## src/rtl/pf_disposition.sv

```systemverilog
module pf_disposition #(
  parameter int ADDR_W = 32,
  parameter int DEPTH  = 4,
  parameter int CNT_W  = 16,
  parameter int LINE_B = 5
) (
  input  logic              clk,
  input  logic              rst_n,
  input  logic              req_valid,
  output logic              req_ready,
  input  logic [4:0]        req_fcn,
  input  logic              req_alt,
  input  logic [7:0]        req_asi,
  input  logic [ADDR_W-1:0] req_addr,
  input  logic              req_wp_hit,
  output logic              trap_illegal,
  output logic              trap_watch,
  output logic              drop,
  input  logic              xlat_miss,
  input  logic              mmu_en,
  input  logic              cacheable,
  output logic              out_valid,
  input  logic              out_ready,
  output logic [ADDR_W-1:0] out_addr,
  output logic [2:0]        out_fcn,
  output logic [CNT_W-1:0]  cnt_issued,
  output logic [CNT_W-1:0]  cnt_nop,
  output logic [CNT_W-1:0]  cnt_trap
);
  localparam int PW = $clog2(DEPTH);
  localparam logic [ADDR_W-1:0] LINE_MASK = ADDR_W'((1 << LINE_B) - 1);

  logic [ADDR_W-1:0] addr_q [DEPTH];
  logic [2:0]        fcn_q  [DEPTH];
  logic [DEPTH-1:0]  nop_q;
  logic [PW-1:0]     wr_q, rd_q;
  logic [PW:0]       cnt_q;

  logic accept, illegal_fcn, internal_asi, asi_ok, push, early_nop;
  logic head_vld, late_nop, discard, pop;

  assign req_ready = cnt_q != (PW+1)'(DEPTH);
  assign accept    = req_valid & req_ready;

  assign illegal_fcn  = ~req_fcn[4] & (req_fcn > 5'd4);
  assign internal_asi = (req_asi[7:4] == 4'h4) | (req_asi[7:4] == 4'h5) |
                        (req_asi[7:4] == 4'h6) | (req_asi[7:1] == 7'h3B);
  assign asi_ok = (req_asi == 8'h04) | (req_asi == 8'h0C) |
                  (req_asi[7:1] == 7'h08) | (req_asi[7:1] == 7'h0C) |
                  (req_asi[7:2] == 6'h20) | (req_asi[7:2] == 6'h22);

  assign trap_illegal = accept & illegal_fcn;
  assign trap_watch   = accept & ~illegal_fcn & req_wp_hit;
  assign drop         = accept & ~illegal_fcn & ~req_wp_hit & req_alt & internal_asi;
  assign push         = accept & ~illegal_fcn & ~req_wp_hit & ~(req_alt & internal_asi);
  assign early_nop    = req_fcn[4] | (req_alt & ~asi_ok);

  assign head_vld  = cnt_q != '0;
  assign late_nop  = nop_q[rd_q] | xlat_miss | ~mmu_en | ~cacheable;
  assign discard   = head_vld & late_nop;
  assign out_valid = head_vld & ~late_nop;
  assign pop       = discard | (out_valid & out_ready);
  assign out_addr  = addr_q[rd_q] & ~LINE_MASK;
  assign out_fcn   = fcn_q[rd_q];

  always_ff @(posedge clk) begin
    if (push) begin
      addr_q[wr_q] <= req_addr;
      fcn_q[wr_q]  <= req_fcn[2:0];
      nop_q[wr_q]  <= early_nop;
    end
  end

  always_ff @(posedge clk) begin
    if (!rst_n) begin
      wr_q       <= '0;
      rd_q       <= '0;
      cnt_q      <= '0;
      cnt_issued <= '0;
      cnt_nop    <= '0;
      cnt_trap   <= '0;
    end else begin
      if (push) wr_q <= wr_q + PW'(1);
      if (pop)  rd_q <= rd_q + PW'(1);
      cnt_q      <= cnt_q + (PW+1)'(push) - (PW+1)'(pop);
      cnt_issued <= cnt_issued + CNT_W'(out_valid & out_ready);
      cnt_nop    <= cnt_nop + CNT_W'(discard);
      cnt_trap   <= cnt_trap + CNT_W'(trap_illegal | trap_watch);
    end
  end


  trap_excl_chk: assert property (@(posedge clk) disable iff (!rst_n)
    $onehot0({trap_illegal, trap_watch, drop}));


  illegal_no_fill_chk: assert property (@(posedge clk) disable iff (!rst_n)
    trap_illegal |=> cnt_q <= $past(cnt_q));


  out_fcn_legal_chk: assert property (@(posedge clk) disable iff (!rst_n)
    out_valid |-> out_fcn <= 3'd4);


  head_hold_chk: assert property (@(posedge clk) disable iff (!rst_n)
    (out_valid & ~out_ready & ~xlat_miss & mmu_en & cacheable) |=>
      (head_vld & $stable(out_addr) & $stable(out_fcn)));


  no_overflow_chk: assert property (@(posedge clk) disable iff (!rst_n)
    cnt_q <= (PW+1)'(DEPTH));


  issue_count_chk: assert property (@(posedge clk) disable iff (!rst_n)
    (out_valid & out_ready) |=> cnt_issued == $past(cnt_issued) + CNT_W'(1));


  trap_count_chk: assert property (@(posedge clk) disable iff (!rst_n)
    (trap_illegal | trap_watch) |=> cnt_trap == $past(cnt_trap) + CNT_W'(1));
endmodule

```

## config.mk

```make
export PLATFORM = sky130hd
export DESIGN_NAME = pf_disposition
export DESIGN_NICKNAME = d
export VERILOG_FILES = /design/src/rtl/pf_disposition.sv
export SDC_FILE = /design/constraint.sdc
export NUM_CORES = 1
export LEC_CHECK = 0
export ABC_CLOCK_PERIOD_IN_PS = 2600
export CAP_MARGIN = 0
export CORE_ASPECT_RATIO = 0.6
export CORE_MARGIN = 2
export CORE_UTILIZATION = 30
export CTS_CLUSTER_SIZE = 30
export DETAILED_ROUTE_END_ITERATION = 10
export GPL_TIMING_DRIVEN = 0
export MAX_ROUTING_LAYER = met4
export SETUP_SLACK_MARGIN = 0.5
export SYNTH_ARGS = -nofsm -noshare
export SYNTH_HDL_FRONTEND = slang
export SYNTH_SLANG_ARGS = --single-unit
```

## constraint.sdc

```tcl
create_clock -name clk -period 2.6 [get_ports clk]
set_input_delay 0.65 -clock clk [delete_from_list [all_inputs] [get_ports clk]]
set_output_delay 0.65 -clock clk [all_outputs]
set_load 0.01 [all_outputs]
```

==> flow_summary.yaml <==
detailed_routing:
  antenna_left: 0
  vias_per_cell: 4.72
  wl_mm: 18.6
  vias: 4720
  wl_per_cell_um: 18.6
  firstDrtPassIters: 4
  drtIter0Drc: 262
  drc: 0
timing:
  post-route-period-util: 1.02
  fin_crit_ns: 2.64
  holdWs_ns: 0.467
  setup_slack_ns: -0.0405
  maxSlewViolCount: 0
  rsz0062_at_grt: "true"
  setup_violations: 1
  fin_skew_ns: 0.0108
  slew_headroom: 0.576
  final_hold_viol_count: 0
  fmax_ghz: 0.379
  tightest_slew_ns: 0.636
clocking:
  path_clk_slew_ns: 0.07
  worstSkewPairLatency_ns: 0.43
  cts.sinks: 181
  cts_tree: "yes"
  htreeDepth: 4
  numCtsBuffers: 17
  clock_path_buffers: 2
  clock-root-buffer: "clkbuf_16"
finish:
  layout.nets: 741
  area_growth_pct: 50.3
  drive_gt1_frac: 0.382
  multiInputGateArea_um2: 2740
  fill_cells: 2039
  stdcell_count: 1001
  utilization: 0.463
  num_antenna_cells: 0
  regArea_um2: 4910
critical_path:
  cp_max_fo: 6
  r2r_start: "rd_q[0]$_SDFFE_PN0N_"
  cp.required_ns: 2.89
  cp-endpoint: "cnt_issued[12]$_SDFF_PN0_"
  reg2reg_slack_ns: -0.04
  ff2ff_path_depth: 12
  worst_ep_arrival_time_ns: 2.93
  crit_start: "rd_q[0]$_SDFFE_PN0N_"
  startpoint_type: "flip-flop"
  end_kind: "flip-flop"
  regToRegEndpoint: "cnt_issued[12]$_SDFF_PN0_"
  worstSetupPathType: "reg -> reg"
status:
  failed_checks: "negative setup slack"
  outcome: "finished with violations"
placement:
  port_buffers: 130
  place_inst: 917
  dp_hpwl_mm: 11.0
  post-place-ws_ns: -0.827
  finalWeightedCongestion: 0.888
floorplanning:
  die_y_um: 124
  core_area_um2: 23200
  num_rows: 43
  initial_core_util: 0.308
  ios: 142
  die_area_um2: 25200
  die_width_um: 203
yosys:
  synth-seq-cells: 181
  yosys_warnings: 0
  synth.most_common_cell: "edfxtp_1"
  yosysSeqAreaShare: 0.680
  netlist.area_leader.share: 0.520
  yosys-top-cells-count: "edfxtp_1 (124), dfxtp_1 (57), nor2_1 (36)"
  avgSynthCellArea_um2: 15.3
  yosys.area.top_type: "edfxtp_1"
  netlist_instances: 468
  synth.distinct_cells: 44
  ys.flop_type: "edfxtp_1"
  synth-edff-count: 124
  async_flop_share: 0
  ys_top_cells_by_area: "edfxtp_1 (52%), dfxtp_1 (16%), mux4_2 (9.8%)"
  syn_area_um2: 7160
grt:
  gr-total-overflow: 0
  grt_pass1_wl_mm: 26.0
  track_usage: 0.144
  antenna_found_initial: 0
  met2_usage: 0.219
  grt_util_met3: 0.0379
  grt_pass1_vias: 4672
  grt_use_met1: 0.190
  busiest_layer: "met2"
  grt_max_degree: 32
power:
  powerDensity_nw_per_um2: 780
  power_leakage_nw: 3.86
  ir_drop_v: 0.000441
run:
  max-cap-violations: 0
worst_hold_path:
  hold_class: "in -> reg"
[through the flow]
| step | TNS, ns | area (µm²) | power, mW |
|---|---|---|---|
| after floorplan | -0.00540 | 7310 | 4.31 |
| after global placement | -88.33 | 9000 | 5.12 |
| after detailed placement | -96.51 | 9000 | 5.15 |
| after CTS | -0.0345 | 10100 | 8.15 |
| after global routing | -0.257 | 10800 | 8.78 |
| final | -0.0405 | 10800 | 8.40 |
[what timing repair did]
item / in CTS / in global routing
pin swaps: 17 / 46
hold buffers: 0 / 0
setup endpoints to repair: 218 / 212
buffers inserted: 19 / 27
gates cloned: 3 / 4
gates resized for setup: 272 / 111
[layout by cell type, fill, tap and decap left out, drive strengths merged, types with 19 or more instances in the layout]
| cell | n |
|---|---|
| clkbuf | 29 |
| dfxtp | 57 |
| nor2 | 36 |
| edfxtp | 124 |
| mux4 | 31 |
| and2 | 19 |
| nand2 | 25 |
| buf | 100 |
| clkdlybuf4s50 | 70 |
[flip-flops by register name (all words and copies together) (netlist names), named ones only]
name and count:
addr_q 108, cnt_issued 16, cnt_nop 16, cnt_q 3
cnt_trap 16, fcn_q 12, nop_q 4, rd_q 2
wr_q 2
[logic make-up after synthesis]
group           synth area share
other cells             0.000524
simple gates               0.109
fa+ha+maj                 0.0238
compound gates            0.0239
xor+xnor                  0.0392
flops                      0.680
buf+inv                   0.0191
mux                        0.105
[worst min path at each step]
stage,slack [ns],end,from,cells after the start
detailed placement,0.47,cnt_nop[15]$_SDFF_PN0_,cnt_nop[15]$_SDFF_PN0_,2
global route,0.45,fcn_q[2][1]$_DFFE_PP_,req_fcn[1],1
global placement,0.45,cnt_nop[15]$_SDFF_PN0_,cnt_nop[15]$_SDFF_PN0_,2
CTS,0.48,cnt_nop[15]$_SDFF_PN0_,cnt_nop[15]$_SDFF_PN0_,2
finish,0.47,fcn_q[0][1]$_DFFE_PP_,req_fcn[1],1
floorplan,0.47,wr_q[1]$_SDFFE_PN0P_,wr_q[1]$_SDFFE_PN0P_,2
[worst max-delay path, stage by stage, from the launching register on]
cell and delay [ns]:
dfxtp_2 0.34, mux4_2 0.54, buf_6 0.15, buf_6 0.10, buf_6 0.11, nor2_4 0.11
and3_4 0.20, ha_4 0.17, ha_4 0.18, nand2_8 0.09, nor4_4 0.30, xnor2_1 0.16
nor2_1 0.05
[area by class of cell]
| class | instances | share of cell area |
|---|---|---|
| Sequential cell | 181 | 0.456 |
| Multi-Input combinational cell | 265 | 0.255 |
| Timing Repair Buffer | 179 | 0.183 |
| Clock buffer | 18 | 0.0399 |
| Tap cell | 315 | 0.0366 |
| Buffer | 19 | 0.0141 |
| Clock inverter | 13 | 0.0126 |
| Inverter | 11 | 0.00384 |
[power by group]
part	leakage, nW	internal (mW)	switching [mW]
combinational	2.00	1.57	1.06
clock	0.269	1.41	1.06
sequential	1.60	3.21	0.0961
total	3.86	6.18	2.22
[per-layer routing]
metal,wire (µm),up-vias
met5,0,-
met4,252,0
met2,8550,108
li1,-,2172
met1,8990,2422
met3,833,18
No activity file was read; power rests on OpenSTA's default activity.
